--- src/rtl/sp_pkg.sv ---
package sp_pkg;
    typedef enum logic [1:0] {TX_IDLE, TX_START, TX_DATA, TX_STOP} tx_state_t;
    typedef enum logic [1:0] {RX_IDLE, RX_START, RX_DATA, RX_STOP} rx_state_t;
    localparam logic [1:0] OFS_CTRL = 2'd0;
    localparam logic [1:0] OFS_BAUD = 2'd1;
    localparam logic [1:0] OFS_DATA = 2'd2;
    localparam logic [1:0] STB_BYTE = 2'b01;
    localparam logic [1:0] STB_WORD = 2'b11;
endpackage

--- src/rtl/sp_fifo.sv ---
module sp_fifo #(
    parameter int W     = 8,
    parameter int DEPTH = 4
) (
    input  logic         clk,
    input  logic         rst_n,
    input  logic         push,
    input  logic         pop,
    input  logic [W-1:0] wdata,
    output logic [W-1:0] head,
    output logic         empty,
    output logic         full
);
    localparam int AW = (DEPTH > 1) ? $clog2(DEPTH) : 1;
    localparam int CW = $clog2(DEPTH + 1);

    logic [W-1:0]  mem [DEPTH];
    logic [AW-1:0] wr_ptr, rd_ptr;
    logic [CW-1:0] count;
    logic          do_push, do_pop;

    function automatic logic [AW-1:0] bump(input logic [AW-1:0] p);
        return (p == AW'(DEPTH - 1)) ? '0 : p + AW'(1);
    endfunction

    assign empty   = (count == '0);
    assign full    = (count == CW'(DEPTH));
    assign do_push = push && !full;
    assign do_pop  = pop && !empty;
    assign head    = mem[rd_ptr];

    always_ff @(posedge clk or negedge rst_n) begin
        if (!rst_n) begin
            wr_ptr <= '0;
            rd_ptr <= '0;
            count  <= '0;
            for (int i = 0; i < DEPTH; i++) mem[i] <= '0;
        end else begin
            if (do_push) begin
                mem[wr_ptr] <= wdata;
                wr_ptr      <= bump(wr_ptr);
            end
            if (do_pop) rd_ptr <= bump(rd_ptr);
            count <= count + CW'(do_push) - CW'(do_pop);
        end
    end

    assert_no_overflow_R5: assert property (@(posedge clk) disable iff (!rst_n)
        count <= CW'(DEPTH));
    assert_full_push_ignored_R5: assert property (@(posedge clk) disable iff (!rst_n)
        (push && full && !pop) |=> full);
endmodule

--- src/rtl/sp_tx.sv ---
module sp_tx
    import sp_pkg::*;
#(
    parameter int DIV_W = 16
) (
    input  logic             clk,
    input  logic             rst_n,
    input  logic             tx_en,
    input  logic [DIV_W-1:0] div,
    input  logic             have_data,
    input  logic [7:0]       din,
    output logic             pop,
    output logic             line
);
    tx_state_t        state_q, state_d;
    logic [DIV_W-1:0] cnt;
    logic [2:0]       bit_idx;
    logic [7:0]       shifter;
    logic             tick;

    assign tick = (cnt == '0);

    always_ff @(posedge clk or negedge rst_n) begin
        if (!rst_n) state_q <= TX_IDLE;
        else        state_q <= state_d;
    end

    always_comb begin
        state_d = state_q;
        unique case (state_q)
            TX_IDLE:  if (tx_en && have_data)     state_d = TX_START;
            TX_START: if (tick)                   state_d = TX_DATA;
            TX_DATA:  if (tick && bit_idx == 3'd7) state_d = TX_STOP;
            TX_STOP:  if (tick)                   state_d = TX_IDLE;
        endcase
    end

    always_ff @(posedge clk or negedge rst_n) begin
        if (!rst_n) begin
            cnt     <= '0;
            bit_idx <= '0;
            shifter <= '0;
        end else if (state_q == TX_IDLE) begin
            if (pop) begin
                cnt     <= div;
                shifter <= din;
                bit_idx <= '0;
            end
        end else if (tick) begin
            cnt <= div;
            if (state_q == TX_DATA) begin
                shifter <= {1'b0, shifter[7:1]};
                bit_idx <= bit_idx + 3'd1;
            end
        end else begin
            cnt <= cnt - DIV_W'(1);
        end
    end

    always_comb begin
        pop  = (state_q == TX_IDLE) && tx_en && have_data;
        line = 1'b1;
        unique case (state_q)
            TX_START: line = 1'b0;
            TX_DATA:  line = shifter[0];
            default:  line = 1'b1;
        endcase
    end

    assert_hold_when_disabled_R6: assert property (@(posedge clk) disable iff (!rst_n)
        (state_q == TX_IDLE && !tx_en) |=> (state_q == TX_IDLE));
    assert_idle_exit_R4: assert property (@(posedge clk) disable iff (!rst_n)
        (state_q == TX_IDLE) |=> (state_q == TX_IDLE || state_q == TX_START));
endmodule

--- src/rtl/sp_rx.sv ---
module sp_rx
    import sp_pkg::*;
#(
    parameter int DIV_W = 16
) (
    input  logic             clk,
    input  logic             rst_n,
    input  logic             rx_en,
    input  logic [DIV_W-1:0] div,
    input  logic             rx_pin,
    output logic             push,
    output logic [7:0]       dout
);
    rx_state_t        state_q, state_d;
    logic [2:0]       sync;
    logic             rx_s, rx_prev, tick;
    logic [DIV_W-1:0] cnt;
    logic [2:0]       bit_idx;
    logic [7:0]       shifter;

    assign rx_s    = sync[1];
    assign rx_prev = sync[2];
    assign tick    = (cnt == '0);

    always_ff @(posedge clk or negedge rst_n) begin
        if (!rst_n) sync <= '1;
        else        sync <= {sync[1:0], rx_pin};
    end

    always_ff @(posedge clk or negedge rst_n) begin
        if (!rst_n) state_q <= RX_IDLE;
        else        state_q <= state_d;
    end

    always_comb begin
        state_d = state_q;
        unique case (state_q)
            RX_IDLE:  if (rx_en && !rx_s && rx_prev) state_d = RX_START;
            RX_START: if (tick) state_d = rx_s ? RX_IDLE : RX_DATA;
            RX_DATA:  if (tick && bit_idx == 3'd7)    state_d = RX_STOP;
            RX_STOP:  if (tick)                       state_d = RX_IDLE;
        endcase
    end

    always_ff @(posedge clk or negedge rst_n) begin
        if (!rst_n) begin
            cnt     <= '0;
            bit_idx <= '0;
            shifter <= '0;
        end else if (state_q == RX_IDLE) begin
            cnt     <= div >> 1;
            bit_idx <= '0;
        end else if (tick) begin
            cnt <= div;
            if (state_q == RX_DATA) begin
                shifter <= {rx_s, shifter[7:1]};
                bit_idx <= bit_idx + 3'd1;
            end
        end else begin
            cnt <= cnt - DIV_W'(1);
        end
    end

    always_comb begin
        push = (state_q == RX_STOP) && tick && rx_s;
        dout = shifter;
    end

    assert_rx_gated_R12: assert property (@(posedge clk) disable iff (!rst_n)
        (state_q == RX_IDLE && !rx_en) |=> (state_q == RX_IDLE));
endmodule

--- src/rtl/uart_port.sv ---
module uart_port
    import sp_pkg::*;
#(
    parameter int DIV_W      = 16,
    parameter int FIFO_DEPTH = 4,
    parameter int RESET_DIV  = 15
) (
    input  logic        clk,
    input  logic        rst_n,
    input  logic [1:0]  bus_addr,
    input  logic [1:0]  bus_wr_en,
    input  logic [1:0]  bus_rd_en,
    input  logic [15:0] bus_wdata,
    output logic [15:0] bus_rdata,
    output logic        irq,
    output logic        ser_tx,
    output logic        ser_tx_oe,
    input  logic        ser_rx
);
    logic             tx_en_q, rx_en_q;
    logic [3:0]       irq_mask_q;
    logic [DIV_W-1:0] div_q;
    logic [7:0]       last_byte;
    logic             wr_byte, wr_word, rd_byte;
    logic             tx_push, tx_pop, tx_empty, tx_full;
    logic             rx_push, rx_pop, rx_empty, rx_full;
    logic [7:0]       tx_head, rx_head, rx_byte;
    logic [3:0]       status;

    assign wr_byte = (bus_wr_en == STB_BYTE);
    assign wr_word = (bus_wr_en == STB_WORD);
    assign rd_byte = (bus_rd_en == STB_BYTE);
    assign tx_push = wr_byte && (bus_addr == OFS_DATA);
    assign rx_pop  = rd_byte && (bus_addr == OFS_DATA) && !rx_empty;

    always_ff @(posedge clk or negedge rst_n) begin
        if (!rst_n) begin
            tx_en_q    <= 1'b0;
            rx_en_q    <= 1'b0;
            irq_mask_q <= '0;
            div_q      <= DIV_W'(RESET_DIV);
            last_byte  <= '0;
        end else begin
            if (wr_byte && bus_addr == OFS_CTRL) begin
                tx_en_q    <= bus_wdata[7];
                rx_en_q    <= bus_wdata[6];
                irq_mask_q <= bus_wdata[3:0];
            end
            if (wr_word && bus_addr == OFS_BAUD) div_q <= bus_wdata[DIV_W-1:0];
            if (rx_pop) last_byte <= rx_head;
        end
    end

    sp_fifo #(.W(8), .DEPTH(FIFO_DEPTH)) tx_fifo_i (
        .clk(clk), .rst_n(rst_n), .push(tx_push), .pop(tx_pop),
        .wdata(bus_wdata[7:0]), .head(tx_head), .empty(tx_empty), .full(tx_full));

    sp_fifo #(.W(8), .DEPTH(FIFO_DEPTH)) rx_fifo_i (
        .clk(clk), .rst_n(rst_n), .push(rx_push), .pop(rx_pop),
        .wdata(rx_byte), .head(rx_head), .empty(rx_empty), .full(rx_full));

    sp_tx #(.DIV_W(DIV_W)) tx_i (
        .clk(clk), .rst_n(rst_n), .tx_en(tx_en_q), .div(div_q),
        .have_data(!tx_empty), .din(tx_head), .pop(tx_pop), .line(ser_tx));

    sp_rx #(.DIV_W(DIV_W)) rx_i (
        .clk(clk), .rst_n(rst_n), .rx_en(rx_en_q), .div(div_q),
        .rx_pin(ser_rx), .push(rx_push), .dout(rx_byte));

    assign status    = {tx_empty, rx_empty, !tx_full, !rx_empty};
    assign irq       = |(irq_mask_q & status);
    assign ser_tx_oe = tx_en_q;

    always_comb begin
        unique case (bus_addr)
            OFS_CTRL: bus_rdata = {8'h00, tx_en_q, rx_en_q, 2'b00, status};
            OFS_BAUD: bus_rdata = 16'(div_q);
            OFS_DATA: bus_rdata = {8'h00, rx_empty ? last_byte : rx_head};
            default:  bus_rdata = 16'h0000;
        endcase
    end

    assert_empty_read_R9: assert property (@(posedge clk) disable iff (!rst_n)
        (rd_byte && bus_addr == OFS_DATA && rx_empty) |=> $stable(last_byte));
    assert_full_rx_R9: assert property (@(posedge clk) disable iff (!rst_n)
        (rx_full && rx_push && !rx_pop) |=> rx_full);
endmodule

--- config.mk ---
export PLATFORM = sky130hd
export DESIGN_NAME = uart_port
export DESIGN_NICKNAME = d
export VERILOG_FILES = /design/src/rtl/sp_pkg.sv /design/src/rtl/sp_fifo.sv /design/src/rtl/sp_tx.sv /design/src/rtl/sp_rx.sv /design/src/rtl/uart_port.sv
export SDC_FILE = /design/constraint.sdc
export NUM_CORES = 1
export LEC_CHECK = 0
export ABC_AREA = 1
export BUFFER_PORTS_ARGS = -buffer_cell sky130_fd_sc_hd__buf_4
export CORE_MARGIN = 2
export CORE_UTILIZATION = 53
export DETAILED_ROUTE_END_ITERATION = 6
export PLACE_DENSITY = 0.76
export SLEW_MARGIN = 20
export SYNTH_ARGS = -nofsm -noshare
export SYNTH_HDL_FRONTEND = slang
export SYNTH_SLANG_ARGS = --single-unit
--- constraint.sdc ---
create_clock -name clk -period 3.15 [get_ports clk]
set_input_delay 0.315 -clock clk [delete_from_list [all_inputs] [get_ports clk]]
set_output_delay 0.315 -clock clk [all_outputs]
set_load 0.1 [all_outputs]
==> results of run 1 <==
## through the flow
stage / cells / instance area [um2] / utilization, % / setup WS (ns)
global placement: 1452 / 9748 / 56.75 / 0.7184
finish: 1486 / 10380 / 60.45 / 0.5611
CTS: 1486 / 10380 / 60.45 / 0.6220
global route: 1486 / 10380 / 60.45 / 0.4495
detailed placement: 1452 / 9748 / 56.75 / 0.6435
floorplan: 1211 / 9251 / - / 0.03730
## path summary, 6_finish.rpt
kind | startpoint | end | slack (ns)
setup / recovery | rx_fifo_i.rd_ptr[1]$_DFFE_PN0P_ | bus_rdata[1] | 0.56
hold / removal | bus_wdata[8] | div_q[8]$_DFFE_PN0P_ | 0.13
setup reg to reg | rx_fifo_i.count[0]$_DFF_PN0_ | rx_fifo_i.count[1]$_DFF_PN0_ | 0.62
hold reg to reg | rx_i.sync[0]$_DFF_PN1_ | rx_i.sync[1]$_DFF_PN1_ | 0.36
max in group asynchronous | rst_n | div_q[3]$_DFFE_PN1P_ | 1.91
min in group asynchronous | rst_n | div_q[15]$_DFFE_PN0P_ | 0.45
## area by class of cell
class / count / area [um2] / share of cell area, %
multi-input combinational: 835 / 4173 / 40.19
timing repair buffer: 56 / 441.7 / 4.254
clock buffer: 19 / 452.9 / 4.362
tap: 225 / 281.5 / 2.711
sequential: 169 / 4238 / 40.81
clock inverter: 13 / 162.7 / 1.566
inverter: 169 / 634.4 / 6.109
## layer usage
metal	GRT usage (%)	vias to the layer above
met5	0	-
met4	8.623	0
met3	4.400	34
met2	40.17	177
met1	33.41	3596
li1	-	3884
## power breakdown
group          internal (mW)  switching [mW]
Combinational           1.28            2.60
Sequential              2.83           0.533
Clock                   1.24           0.946
Total                   5.35            4.08
## flip-flops by register name (all words and copies together), names as in the netlist, named ones only
register	count
div_q	16
irq_mask_q	4
last_byte	8
rx_en_q	1
rx_fifo_i.count	3
rx_fifo_i.mem	32
rx_fifo_i.rd_ptr	2
rx_fifo_i.wr_ptr	2
rx_i.bit_idx	3
rx_i.cnt	16
rx_i.dout	8
rx_i.state_q	1
rx_i.sync	3
ser_tx_oe	1
tx_fifo_i.count	3
tx_fifo_i.mem	32
tx_fifo_i.rd_ptr	2
tx_fifo_i.wr_ptr	2
tx_i.bit_idx	3
tx_i.cnt	16
tx_i.shifter	8
tx_i.state_q	2
## cells by family after synthesis
family          Yosys count  share of synthesized area (%)
simple gates            634                          29.79
buf+inv                 207                          9.088
fa+ha+maj                28                          3.949
flops                   169                          45.81
compound gates          160                          10.13
xor+xnor                 13                          1.231
## timing repair
action | CTS | global route
gates resized for setup | 0 | 0
hold buffers | 2 | 0
setup endpoints to repair | 0 | 0
hold endpoints to repair | 68 | 0
## worst min-delay path: cells and delay by family
kind | cells | cell delay, ns
and+or+nand+nor | 1 | 0.03
buffers and inverters | 1 | 0.08
AOI/OAI and AO/OA | 1 | 0.10
## placed cells by master, fill, tap and decap left out, types with 4 or more instances in the layout
cell	Yosys	routed
a21oi_1	15	15
buf_4	3	52
clkbuf_16	0	17
clkinv_4	0	6
dfrtp_1	162	162
dfstp_2	7	7
ha_1	26	26
inv_1	158	158
inv_2	8	8
nand2_1	376	376
nand2_4	8	8
nand3_1	119	119
nand3b_1	4	4
nor2_1	97	97
nor2_2	7	7
nor2_4	7	7
o21a_1	33	33
o21ai_0	83	81
o21ai_1	3	5
o21bai_1	4	4
o22ai_1	12	12
xnor2_1	7	7
xor2_1	6	6
==> impl_metrics.prom, run 1 <==
# TYPE chip_impl_metric gauge
chip_impl_info{name="status",value="completed"} 1
chip_impl_metric{name="grt_max_degree",unit=""} 73
chip_impl_metric{name="clock-skew-final",unit="ns"} 0.009741
chip_impl_metric{name="flow.area_growth_from_synthesis",unit="%"} 12.24
chip_impl_metric{name="routed_len_inst",unit="um"} 14.43
chip_impl_metric{name="syn-cell-area",unit="um2"} 9251
chip_impl_metric{name="grt.overflow.total",unit=""} 0
chip_impl_info{name="post_synth_main_area_contributors",value="dfrtp_1, nand2_1, nand3_1, inv_1, o21ai_0"} 1
chip_impl_metric{name="synth.yosys.seq_area_share",unit="%"} 45.81
chip_impl_info{name="path_delay_family",value="buffers and inverters"} 1
chip_impl_metric{name="global_placer_s_final_weighted_congestion",unit=""} 0.8509
chip_impl_metric{name="total_negative_setup_slack",unit="ns"} 0
chip_impl_metric{name="area_enclosed_by_the_die_boundary",unit="um2"} 18530
chip_impl_metric{name="detailedRoute.firstPassIterationCount",unit=""} 5
chip_impl_metric{name="slew_violations",unit=""} 0
chip_impl_metric{name="nets",unit=""} 1301
chip_impl_metric{name="insertion_delay_of_the_later_clocked_pin_in_the_worst_skew_pair",unit="ns"} 0.44
chip_impl_metric{name="synth_edf_count",unit=""} 0
chip_impl_metric{name="final.hold.worst_slack",unit="ns"} 0.1272
chip_impl_info{name="worstPathCellList",value="inv_1, o21ai_0, o22ai_1, nor2_1, o21ai_1, buf_4"} 1
chip_impl_metric{name="critical_path.max_stage_delay",unit="ns"} 0.49
chip_impl_metric{name="met3_wirelength",unit="um"} 858
chip_impl_metric{name="netlist_instances",unit=""} 1211
chip_impl_metric{name="antenna_cells_inserted",unit=""} 0
chip_impl_metric{name="finalWorstPathRequiredPeriod",unit="ns"} 2.589
chip_impl_metric{name="worst_pin_slew",unit="ns"} 0.6842
chip_impl_metric{name="synthesis.nets",unit=""} 1264
chip_impl_metric{name="critical_path_arrival",unit="ns"} 2.27
chip_impl_metric{name="filler_cell_count",unit=""} 1552
chip_impl_info{name="setup.worst_path.class",value="flop to output port"} 1
chip_impl_metric{name="numCtsBuffers",unit=""} 17
chip_impl_metric{name="required_arrival_time_at_the_worst_endpoint",unit="ns"} 2.83
chip_impl_info{name="top_layer_used",value="met4"} 1
chip_impl_metric{name="detailroute.wirelength.met2",unit="um"} 10180
chip_impl_info{name="crit_path_end_kind",value="output port"} 1
chip_impl_metric{name="total_power_divided_by_cell_area",unit="nW/um2"} 908.0
chip_impl_metric{name="total_wirelength_of_the_detailed_routed_design",unit="um"} 21440
chip_impl_metric{name="synth_warnings",unit=""} 0
chip_impl_metric{name="post-dp-hpwl",unit="um"} 14560
chip_impl_metric{name="fp.dieH",unit="um"} 136.1
chip_impl_metric{name="power.total",unit="mW"} 9.428
chip_impl_metric{name="grt_antenna_before_repair",unit=""} 0
chip_impl_metric{name="io_pins",unit=""} 44
chip_impl_metric{name="clock.fmax",unit="MHz"} 386.3
chip_impl_metric{name="placeableCoreArea",unit="um2"} 17180
chip_impl_metric{name="drv.max_cap_violation_count",unit=""} 0
chip_impl_metric{name="synth_async_sr_flop_share",unit="%"} 100.0
chip_impl_metric{name="cp.buffers_inverters",unit=""} 2
chip_impl_metric{name="total_leakage_power",unit="nW"} 5.492
chip_impl_metric{name="worst-path-stages",unit=""} 6
chip_impl_info{name="element_type_at_the_critical_path_start",value="flop"} 1
chip_impl_info{name="synth-main-ff-cell",value="dfrtp_1"} 1
chip_impl_metric{name="tritoncts_num_sinks",unit=""} 169
chip_impl_metric{name="vias_per_cell",unit=""} 5.176
chip_impl_metric{name="clockBufferDepth",unit=""} 2
chip_impl_info{name="hold_class",value="input pin to flop"} 1
chip_impl_metric{name="chipWidth",unit="um"} 136.1
chip_impl_metric{name="num_vias",unit=""} 7691
chip_impl_metric{name="drcViolationCount",unit=""} 0
chip_impl_metric{name="syn-mean-instance-area",unit="um2"} 7.639
chip_impl_metric{name="detail_route.iter0.violations",unit=""} 632
chip_impl_metric{name="max-vdd-ir-drop",unit="mV"} 0.5123
chip_impl_metric{name="synth-seq-cells",unit=""} 169
chip_impl_metric{name="max_slew_margin",unit="%"} 54.39
chip_impl_metric{name="final.period_utilization",unit="%"} 82.19
chip_impl_metric{name="placement.io_buffers",unit=""} 43
chip_impl_metric{name="drive_gt1_share",unit="%"} 10.63
chip_impl_metric{name="via_count_of_the_first_global_routing_pass",unit=""} 7347
chip_impl_metric{name="synth.lib_cells_used.distinct",unit=""} 43
chip_impl_info{name="clock_tree.root_cell",value="clkbuf_16"} 1
chip_impl_metric{name="grt_usage",unit="%"} 24.72
chip_impl_info{name="critical_path_top_delay_cell",value="dfrtp_1"} 1
chip_impl_info{name="synthMostInstantiatedCell",value="nand2_1"} 1
chip_impl_metric{name="detail-route-antenna-nets",unit=""} 0
chip_impl_metric{name="path_clk_slew",unit="ns"} 0.07
chip_impl_metric{name="cell_depth_of_the_worst_min_delay_path",unit=""} 3
chip_impl_metric{name="yosys.area.top_type_share",unit="%"} 43.82
chip_impl_metric{name="timing.final.setup_violations",unit=""} 0
chip_impl_metric{name="wire_length_of_the_first_global_routing_pass",unit="um"} 35890
chip_impl_info{name="unrepaired_setup_endpoints_after_global_routing",value="false"} 1
chip_impl_metric{name="worst_r2r_path_depth",unit=""} 10
chip_impl_metric{name="report.final.hold_viol_count",unit=""} 0
chip_impl_metric{name="route.layer.met1.wl",unit="um"} 9946
chip_impl_metric{name="placement_rows",unit=""} 48
chip_impl_metric{name="cp_max_fo",unit=""} 10
chip_impl_metric{name="htree_levels",unit=""} 4
chip_impl_metric{name="cts.repair_timing.setup_buffer_count",unit=""} 0
chip_impl_info{name="tritoncts",value="built"} 1
chip_impl_info{name="netlist.top_cell.by_area",value="dfrtp_1"} 1
chip_impl_metric{name="initial_core_util",unit="%"} 53.86
chip_impl_info{name="synthTopCellsByCount",value="nand2_1, dfrtp_1, inv_1"} 1
Note: power is estimated with default switching activity, not from simulation.
==> run 2, diff against run 1 <==
--- a/config.mk
+++ b/config.mk
@@ -5,12 +5,12 @@
 export SDC_FILE = /design/constraint.sdc
 export NUM_CORES = 1
 export LEC_CHECK = 0
-export ABC_AREA = 1
+export ABC_AREA = 0
 export BUFFER_PORTS_ARGS = -buffer_cell sky130_fd_sc_hd__buf_4
 export CORE_MARGIN = 2
 export CORE_UTILIZATION = 53
 export DETAILED_ROUTE_END_ITERATION = 6
-export PLACE_DENSITY = 0.76
+export PLACE_DENSITY = 0.79
 export SLEW_MARGIN = 20
 export SYNTH_ARGS = -nofsm -noshare
 export SYNTH_HDL_FRONTEND = slang
==> constraint.sdc (replaced) <==
create_clock -name clk -period 2.3 [get_ports clk]
set_input_delay 0.23 -clock clk [delete_from_list [all_inputs] [get_ports clk]]
set_output_delay 0.23 -clock clk [all_outputs]
set_load 0.1 [all_outputs]
==> run 2 against run 1 <==
Against the previous run: the run now ends with setup timing left; clock-buffer cell count is 2 lower; synthesized cell count shrank 41%; sequential share of layout area is 0.99 points lower; non-clock buffer count is 61 higher; routed wire length up 0.21%; critical endpoint is now rx_fifo_i.count[2]$_DFF_PN0_; highest routed layer unchanged.
==> impl_metrics.prom, run 2 <==
# TYPE chip_impl_metric gauge
chip_impl_metric{name="cp.buffers_inverters",unit=""} 2
chip_impl_metric{name="drv.max_cap_violation_count",unit=""} 0
chip_impl_info{name="hold_class",value="input pin to flop"} 1
chip_impl_metric{name="clock.fmax",unit="MHz"} 390.3
chip_impl_metric{name="routed_len_inst",unit="um"} 20.40
chip_impl_info{name="element_type_at_the_critical_path_start",value="flop"} 1
chip_impl_metric{name="total_wirelength_of_the_detailed_routed_design",unit="um"} 21480
chip_impl_metric{name="combinationalPowerShare",unit="%"} 38.1
chip_impl_metric{name="worst-r2r-setup-slack",unit="ns"} -0.26
chip_impl_info{name="tritoncts",value="built"} 1
chip_impl_metric{name="met3_wirelength",unit="um"} 970
chip_impl_info{name="unrepaired_setup_endpoints_after_global_routing",value="true"} 1
chip_impl_metric{name="cp_max_fo",unit=""} 2
chip_impl_metric{name="slew_violations",unit=""} 0
chip_impl_metric{name="nets",unit=""} 877
chip_impl_info{name="min-delay-start",value="bus_wdata[8]"} 1
chip_impl_metric{name="layout.cell_area.non_filler",unit="um2"} 10650
chip_impl_metric{name="power.share.clock",unit="%"} 24.4
chip_impl_metric{name="fp.dieH",unit="um"} 131.2
chip_impl_metric{name="yosys.area.top_type_share",unit="%"} 47.26
chip_impl_metric{name="netlist_instances",unit=""} 714
chip_impl_info{name="regToRegEndpoint",value="rx_fifo_i.count[2]$_DFF_PN0_"} 1
chip_impl_metric{name="grt_max_degree",unit=""} 57
chip_impl_metric{name="grt_usage",unit="%"} 25.93
chip_impl_metric{name="filler_cell_count",unit=""} 1046
chip_impl_info{name="worstPathCellList",value="inv_2, ha_4, or3b_4, or4_4, nor2_4, ha_2, inv_2, fa_2, xnor2_2, xnor2_1"} 1
chip_impl_info{name="netlist.top_cell.by_area",value="dfrtp_1"} 1
chip_impl_info{name="layout_common_cells",value="dfrtp_1, buf_4, mux2_2, nand2_1, o21ai_0"} 1
chip_impl_metric{name="synth_edf_count",unit=""} 0
chip_impl_info{name="most_frequent_standard_cell_in_the_layout_excluding_fill_and_tap_cells",value="dfrtp_1"} 1
chip_impl_metric{name="cell_depth_of_the_worst_min_delay_path",unit=""} 2
chip_impl_info{name="clock_tree.root_cell",value="clkbuf_16"} 1
chip_impl_metric{name="timing.final.setup_violations",unit=""} 7
chip_impl_metric{name="drive_gt1_share",unit="%"} 40.38
chip_impl_metric{name="synth_warnings",unit=""} 0
chip_impl_metric{name="synth.yosys.seq_area_share",unit="%"} 49.40
chip_impl_info{name="status",value="finished, violations left"} 1
chip_impl_info{name="synthMostInstantiatedCell",value="dfrtp_1"} 1
chip_impl_metric{name="clock-skew-final",unit="ns"} 0.01219
chip_impl_metric{name="chipWidth",unit="um"} 131.2
chip_impl_metric{name="placeableCoreArea",unit="um2"} 15830
chip_impl_metric{name="pwr-share-seq",unit="%"} 37.6
chip_impl_metric{name="max-vdd-ir-drop",unit="mV"} 0.7762
chip_impl_metric{name="report.final.hold_viol_count",unit=""} 0
chip_impl_info{name="largestRegisters",value="rx_fifo_i.mem (32), tx_fifo_i.mem (32)"} 1
chip_impl_metric{name="global_placer_s_final_weighted_congestion",unit=""} 0.8281
chip_impl_info{name="worst_path_most_repeated_cell",value="inv_2"} 1
chip_impl_metric{name="worst_pin_slew",unit="ns"} 0.6044
chip_impl_metric{name="finalWorstPathRequiredPeriod",unit="ns"} 2.562
chip_impl_metric{name="flow.area_growth_from_synthesis",unit="%"} 24.17
chip_impl_metric{name="detailedRoute.firstPassIterationCount",unit=""} 7
chip_impl_metric{name="route.layer.met1.wl",unit="um"} 8951
chip_impl_metric{name="path_clk_slew",unit="ns"} 0.08
chip_impl_metric{name="final.period_utilization",unit="%"} 111.4
chip_impl_metric{name="power.net_switching",unit="mW"} 4.933
chip_impl_metric{name="tritoncts_num_sinks",unit=""} 169
chip_impl_metric{name="vias_per_cell",unit=""} 5.958
chip_impl_info{name="failed_checks",value="setup timing"} 1
chip_impl_metric{name="grt_antenna_before_repair",unit=""} 0
chip_impl_info{name="setup.worst_path.class",value="flop to flop"} 1
chip_impl_metric{name="placement_rows",unit=""} 46
chip_impl_metric{name="post-dp-hpwl",unit="um"} 14310
chip_impl_metric{name="critical_path_arrival",unit="ns"} 2.89
chip_impl_metric{name="io_pins",unit=""} 44
chip_impl_info{name="crit_path_end_kind",value="flop"} 1
chip_impl_info{name="synth-main-ff-cell",value="dfrtp_1"} 1
chip_impl_metric{name="clockBufferDepth",unit=""} 2
chip_impl_metric{name="wire_length_of_the_first_global_routing_pass",unit="um"} 35330
chip_impl_metric{name="initial_core_util",unit="%"} 54.20
chip_impl_info{name="post_synth_main_area_contributors",value="dfrtp_1, mux2_2, mux4_2, ha_1, mux2_4"} 1
chip_impl_metric{name="synth_async_sr_flop_share",unit="%"} 100.0
chip_impl_metric{name="detail_route.iter0.violations",unit=""} 531
chip_impl_info{name="crit-reg2reg-launch",value="rx_i.cnt[0]$_DFF_PN0_"} 1
chip_impl_metric{name="htree_levels",unit=""} 4
chip_impl_metric{name="layout.core_utilization",unit="%"} 67.30
chip_impl_metric{name="synthesis.nets",unit=""} 767
chip_impl_metric{name="synth.lib_cells_used.distinct",unit=""} 76
chip_impl_metric{name="required_arrival_time_at_the_worst_endpoint",unit="ns"} 2.63
chip_impl_metric{name="drcViolationCount",unit=""} 0
chip_impl_metric{name="total_leakage_power",unit="nW"} 4.986
chip_impl_info{name="synthTopCellsByCount",value="dfrtp_1, mux2_2, nand2_1"} 1
chip_impl_metric{name="num_vias",unit=""} 6274
chip_impl_metric{name="critical_path.max_stage_delay",unit="ns"} 0.46
chip_impl_metric{name="detail-route-antenna-nets",unit=""} 0
chip_impl_metric{name="via_count_of_the_first_global_routing_pass",unit=""} 6676
chip_impl_metric{name="area_enclosed_by_the_die_boundary",unit="um2"} 17220
chip_impl_metric{name="max_slew_margin",unit="%"} 59.71
chip_impl_info{name="top_layer_used",value="met4"} 1
chip_impl_metric{name="detailroute.wirelength.met2",unit="um"} 10980
chip_impl_metric{name="postLayoutSetupSlackWorst",unit="ns"} -0.2620
chip_impl_metric{name="grt.overflow.total",unit=""} 0
chip_impl_metric{name="numCtsBuffers",unit=""} 17
chip_impl_metric{name="placement.cell_area",unit="um2"} 9617
chip_impl_info{name="path_delay_family",value="simple AND/OR/NAND/NOR gates"} 1
chip_impl_metric{name="insertion_delay_of_the_later_clocked_pin_in_the_worst_skew_pair",unit="ns"} 0.44
chip_impl_metric{name="total_power_divided_by_cell_area",unit="nW/um2"} 1180
chip_impl_metric{name="syn-mean-instance-area",unit="um2"} 12.01
chip_impl_metric{name="syn-cell-area",unit="um2"} 8578
chip_impl_metric{name="worst_r2r_path_depth",unit=""} 10
chip_impl_metric{name="netSwitchingFraction",unit="%"} 39.25
chip_impl_metric{name="synth-seq-cells",unit=""} 169
chip_impl_metric{name="placement.io_buffers",unit=""} 43
chip_impl_metric{name="antenna_cells_inserted",unit=""} 0
chip_impl_info{name="whs_endpoint",value="div_q[8]$_DFFE_PN0P_"} 1
chip_impl_info{name="critical_path_top_delay_cell",value="or4_4"} 1
chip_impl_metric{name="power.internal",unit="mW"} 7.634
[run 2: cell count changes after synthesis, sizes merged, moves of 13 or more]
cell   change
mux2     +103
buf       -17
nand2    -323
o21a      -24
o21ai     -33
nor2      -79
nand3    -102
nor3      +13
mux4      +16
inv      -140
[run 2: power groups by stage]
stage               sequential, mW  combinational, mW  clock [mW]
finish                        4.72               4.79        3.06
global placement              4.63               4.13           0
floorplan                     4.47               3.06           0
detailed placement            4.71               4.34           0
global route                  4.82               5.20        3.23
CTS                           4.67               4.64        3.10
[run 2: what timing repair did]
item	4_1_cts	5_1_grt
resized for setup	41	31
endpoints found under the hold margin	53	0
setup buffers	7	6
setup endpoints to repair	10	54
pin swaps	6	9
hold buffers	2	0
[run 2: layout make-up]
cell class	instances	area (um2)	area share (%)
clock buffer	17	425.4	3.994
clock inverter	15	224.0	2.103
inverter	27	101.3	0.9515
multi-input combinational	492	4339	40.74
sequential	169	4242	39.82
tap	216	270.3	2.537
timing repair buffer	117	1050	9.856
[run 2: worst max path at each step]
stage                                     from                      endpoint  cells after the start
6_report                 rx_i.cnt[0]$_DFF_PN0_  rx_fifo_i.count[2]$_DFF_PN0_                     10
3_5_place_dp             rx_i.cnt[0]$_DFF_PN0_  rx_fifo_i.count[2]$_DFF_PN0_                     10
5_1_grt                  rx_i.cnt[0]$_DFF_PN0_  rx_fifo_i.count[2]$_DFF_PN0_                     10
4_1_cts                  rx_i.cnt[1]$_DFF_PN0_  rx_fifo_i.count[2]$_DFF_PN0_                     10
3_3_place_gp             rx_i.cnt[0]$_DFF_PN0_  rx_fifo_i.count[2]$_DFF_PN0_                     10
2_1_floorplan  rx_fifo_i.rd_ptr[0]$_DFFE_PN0P_                  bus_rdata[7]                      6
[run 2: through the flow]
step | setup TNS [ns] | hold slack [ns] | setup WS, ns | instances | power [mW]
after global placement | -0.2292 | 0.2292 | -0.1474 | 1008 | 8.762
final | -0.6984 | 0.01643 | -0.2620 | 1053 | 12.57
after CTS | -0.6509 | 0.005481 | -0.2371 | 1049 | 12.41
after detailed placement | -0.4346 | 0.2384 | -0.2508 | 1008 | 9.056
after floorplan | -1.177 | -0.06559 | -0.4232 | 714 | 7.530
after global routing | -1.404 | 0.01153 | -0.3257 | 1053 | 13.25
[run 2: kinds of logic after synthesis]
kind of cell / after synthesis / synth area share (%)
and+or+nand+nor: 191 / 13.04
DFF: 169 / 49.40
AOI/OAI and AO/OA: 134 / 10.01
muxes: 124 / 19.22
buffers and inverters: 53 / 2.538
adders and majority gates: 28 / 4.259
xor gates and xnor gates: 15 / 1.532
[run 2: layer usage]
| layer | up-vias | track usage (%) |
|---|---|---|
| li1 | 2831 | - |
| met1 | 3222 | 33.05 |
| met2 | 180 | 42.89 |
| met3 | 41 | 5.671 |
| met4 | 0 | 11.29 |
| met5 | - | 0 |
==> run 3, diff against run 2 <==
--- a/config.mk
+++ b/config.mk
@@ -11,6 +11,7 @@
 export CORE_UTILIZATION = 53
 export DETAILED_ROUTE_END_ITERATION = 6
 export PLACE_DENSITY = 0.79
+export SKIP_LAST_GASP = 1
 export SLEW_MARGIN = 20
 export SYNTH_ARGS = -nofsm -noshare
 export SYNTH_HDL_FRONTEND = slang
==> run 3 against run 2 <==
Against the previous run: the run still ends with setup timing left; sequential share of layout area grew 0.075 points; combinational power is 0.8% lower; non-clock buffer count is the same; worst setup slack better by 0.018 ns; global-route usage shrank 0.20 points; sequential power is essentially flat.
==> impl_metrics.prom, run 3 (synthesis gave the netlist of run 2 again) <==
# TYPE chip_impl_metric gauge
chip_impl_info{name="hold_class",value="input pin to flop"} 1
chip_impl_metric{name="finalWorstPathRequiredPeriod",unit="ns"} 2.544
chip_impl_metric{name="report.final.hold_viol_count",unit=""} 0
chip_impl_metric{name="total_leakage_power",unit="nW"} 4.975
chip_impl_metric{name="htree_levels",unit=""} 4
chip_impl_metric{name="clock-skew-final",unit="ns"} 0.006970
chip_impl_info{name="worst_path_most_repeated_cell",value="inv_2"} 1
chip_impl_info{name="failed_checks",value="setup timing"} 1
chip_impl_metric{name="num_vias",unit=""} 6297
chip_impl_info{name="status",value="finished, violations left"} 1
chip_impl_metric{name="detailedRoute.firstPassIterationCount",unit=""} 6
chip_impl_metric{name="chipWidth",unit="um"} 131.2
chip_impl_metric{name="required_arrival_time_at_the_worst_endpoint",unit="ns"} 2.63
chip_impl_metric{name="worst_pin_slew",unit="ns"} 0.6083
chip_impl_metric{name="drive_gt1_share",unit="%"} 40.14
chip_impl_metric{name="max_slew_margin",unit="%"} 59.45
chip_impl_metric{name="placement.io_buffers",unit=""} 43
chip_impl_metric{name="clock.fmax",unit="MHz"} 393.1
chip_impl_metric{name="grt_usage",unit="%"} 25.73
chip_impl_metric{name="netSwitchingFraction",unit="%"} 39.28
chip_impl_info{name="layout_common_cells",value="dfrtp_1, buf_4, mux2_2, nand2_1, o21ai_0"} 1
chip_impl_info{name="whs_endpoint",value="div_q[8]$_DFFE_PN0P_"} 1
chip_impl_metric{name="final.period_utilization",unit="%"} 110.6
chip_impl_metric{name="layout.core_utilization",unit="%"} 67.17
chip_impl_metric{name="pre_cts_slack",unit="ns"} -0.2508
chip_impl_metric{name="clockBufferDepth",unit=""} 2
chip_impl_metric{name="slew_violations",unit=""} 0
chip_impl_metric{name="post-dp-hpwl",unit="um"} 14310
chip_impl_info{name="element_type_at_the_critical_path_start",value="flop"} 1
chip_impl_metric{name="cp_max_fo",unit=""} 2
chip_impl_info{name="crit-reg2reg-launch",value="rx_i.cnt[0]$_DFF_PN0_"} 1
chip_impl_metric{name="nets",unit=""} 877
chip_impl_metric{name="placeableCoreArea",unit="um2"} 15830
chip_impl_metric{name="pwr-share-seq",unit="%"} 37.7
chip_impl_metric{name="global_placer_s_final_weighted_congestion",unit=""} 0.8281
chip_impl_metric{name="path_clk_slew",unit="ns"} 0.08
chip_impl_info{name="crit_path_end_kind",value="flop"} 1
chip_impl_metric{name="vias_per_cell",unit=""} 5.980
chip_impl_metric{name="drcViolationCount",unit=""} 0
chip_impl_metric{name="postLayoutSetupSlackWorst",unit="ns"} -0.2441
chip_impl_info{name="regToRegEndpoint",value="rx_fifo_i.count[2]$_DFF_PN0_"} 1
chip_impl_metric{name="power.net_switching",unit="mW"} 4.924
chip_impl_info{name="tritoncts",value="built"} 1
chip_impl_metric{name="power.share.clock",unit="%"} 24.5
chip_impl_metric{name="antenna_cells_inserted",unit=""} 0
chip_impl_info{name="largestRegisters",value="rx_fifo_i.mem (32), tx_fifo_i.mem (32)"} 1
chip_impl_info{name="setup.worst_path.class",value="flop to flop"} 1
chip_impl_metric{name="wire_length_of_the_first_global_routing_pass",unit="um"} 35150
chip_impl_metric{name="inst_count_dp",unit=""} 1008
chip_impl_metric{name="cell_depth_of_the_worst_min_delay_path",unit=""} 2
chip_impl_metric{name="max-vdd-ir-drop",unit="mV"} 0.7781
chip_impl_info{name="critical_path_top_delay_cell",value="or4_4"} 1
chip_impl_info{name="path_delay_family",value="simple AND/OR/NAND/NOR gates"} 1
chip_impl_metric{name="area_enclosed_by_the_die_boundary",unit="um2"} 17220
chip_impl_info{name="unrepaired_setup_endpoints_after_global_routing",value="true"} 1
chip_impl_metric{name="timing.final.setup_violations",unit=""} 8
chip_impl_metric{name="grt_max_degree",unit=""} 57
chip_impl_metric{name="detail_route.iter0.violations",unit=""} 498
chip_impl_info{name="clock_tree.root_cell",value="clkbuf_16"} 1
chip_impl_metric{name="grt.overflow.total",unit=""} 0
chip_impl_metric{name="numCtsBuffers",unit=""} 17
chip_impl_info{name="min-delay-start",value="bus_wdata[8]"} 1
chip_impl_metric{name="worst_r2r_path_depth",unit=""} 10
chip_impl_metric{name="total_wirelength_of_the_detailed_routed_design",unit="um"} 21480
chip_impl_metric{name="grt_antenna_before_repair",unit=""} 0
chip_impl_metric{name="combinationalPowerShare",unit="%"} 37.9
chip_impl_metric{name="fp.dieH",unit="um"} 131.2
chip_impl_metric{name="power.internal",unit="mW"} 7.612
chip_impl_metric{name="placement_rows",unit=""} 46
chip_impl_metric{name="insertion_delay_of_the_later_clocked_pin_in_the_worst_skew_pair",unit="ns"} 0.44
chip_impl_metric{name="drv.max_cap_violation_count",unit=""} 0
chip_impl_metric{name="cp.buffers_inverters",unit=""} 2
chip_impl_metric{name="initial_core_util",unit="%"} 54.20
chip_impl_metric{name="critical_path.max_stage_delay",unit="ns"} 0.46
chip_impl_metric{name="stdcell_count",unit=""} 1053
chip_impl_info{name="worstPathCellList",value="inv_2, ha_4, or3b_4, or4_4, nor2_4, ha_2, inv_2, fa_2, xnor2_2, xnor2_1"} 1
chip_impl_metric{name="detail-route-antenna-nets",unit=""} 0
chip_impl_info{name="most_frequent_standard_cell_in_the_layout_excluding_fill_and_tap_cells",value="dfrtp_1"} 1
chip_impl_metric{name="worst-r2r-setup-slack",unit="ns"} -0.24
chip_impl_metric{name="via_count_of_the_first_global_routing_pass",unit=""} 6634
chip_impl_metric{name="routed_len_inst",unit="um"} 20.40
chip_impl_metric{name="total_power_divided_by_cell_area",unit="nW/um2"} 1179
chip_impl_metric{name="io_pins",unit=""} 44
chip_impl_metric{name="critical_path_arrival",unit="ns"} 2.87
chip_impl_metric{name="flow.area_growth_from_synthesis",unit="%"} 23.93
chip_impl_metric{name="tritoncts_num_sinks",unit=""} 169
run 3: cell count changes in the layout (fill, tap and decap cells not counted):
| cell | before | now |
|---|---|---|
| nand2_1 | 53 | 54 |
| buf_8 | 1 | 2 |
| buf_4 | 95 | 97 |
| buf_12 | 10 | 9 |
| nand3_2 | 4 | 3 |
| buf_6 | 9 | 7 |
| nand2_4 | 5 | 4 |
| nor2_4 | 2 | 3 |
| nor2_2 | 1 | 0 |
| nand3_1 | 16 | 17 |
run 3: what timing repair did:
action,in CTS,in global routing
hold buffers,2,0
endpoints found under the hold margin,53,0
buffers inserted,7,4
endpoints found under the setup margin,10,53
pin swaps,5,9
resized for setup,28,37
run 3: power by group through the flow:
stage,Clock [mW],Combinational (mW),Sequential [mW]
global placement,0,4.13,4.63
detailed placement,0,4.34,4.71
floorplan,0,3.06,4.47
finish,3.07,4.75,4.72
CTS,3.10,4.62,4.67
global route,3.23,5.16,4.82
run 3: how the worst max path moves through the flow:
stage	startpoint	end	slack (ns)	cells past startpoint
2_1_floorplan	rx_fifo_i.rd_ptr[0]$_DFFE_PN0P_	bus_rdata[7]	-0.42	6
3_3_place_gp	rx_i.cnt[0]$_DFF_PN0_	rx_fifo_i.count[2]$_DFF_PN0_	-0.15	10
3_5_place_dp	rx_i.cnt[0]$_DFF_PN0_	rx_fifo_i.count[2]$_DFF_PN0_	-0.25	10
4_1_cts	rx_i.cnt[1]$_DFF_PN0_	rx_fifo_i.count[2]$_DFF_PN0_	-0.24	10
5_1_grt	rx_i.cnt[0]$_DFF_PN0_	rx_fifo_i.count[2]$_DFF_PN0_	-0.32	10
6_report	rx_i.cnt[0]$_DFF_PN0_	rx_fifo_i.count[2]$_DFF_PN0_	-0.24	10
run 3: metal layers:
| layer | up-vias | global-route usage (%) | routed length (um) |
|---|---|---|---|
| met2 | 170 | 43.01 | 11060 |
| met4 | 0 | 9.903 | 558 |
| met1 | 3255 | 33.32 | 9038 |
| met5 | - | 0 | 0 |
| met3 | 41 | 5.093 | 829 |
| li1 | 2831 | - | - |
run 3: final cells by class:
cell class	instances	area, um2
clock inverter	15	224.0
tap	216	270.3
fill	1055	5196
inverter	27	101.3
timing repair buffer	117	1037
multi-input combinational	492	4332
sequential	169	4242
clock buffer	17	425.4
run 3: per-stage QoR:
| stage | TNS (ns) | power [mW] | instance area (um2) | hold WS (ns) |
|---|---|---|---|---|
| after floorplan | -1.177 | 7.530 | 8661 | -0.06559 |
| after global placement | -0.2292 | 8.762 | 9617 | 0.2292 |
| after detailed placement | -0.4346 | 9.056 | 9617 | 0.2384 |
| after CTS | -0.8620 | 12.39 | 10450 | 0.005481 |
| after global routing | -1.430 | 13.22 | 10630 | 0.01115 |
| final | -0.7496 | 12.54 | 10630 | 0.01702 |
run 3: worst register-to-register path, cell delays in order, from the launching register on:
cell	delay, ns
dfrtp_1	0.41
inv_2	0.09
ha_4	0.12
or3b_4	0.37
or4_4	0.46
nor2_4	0.14
ha_2	0.19
inv_2	0.04
fa_2	0.35
xnor2_2	0.15
xnor2_1	0.13
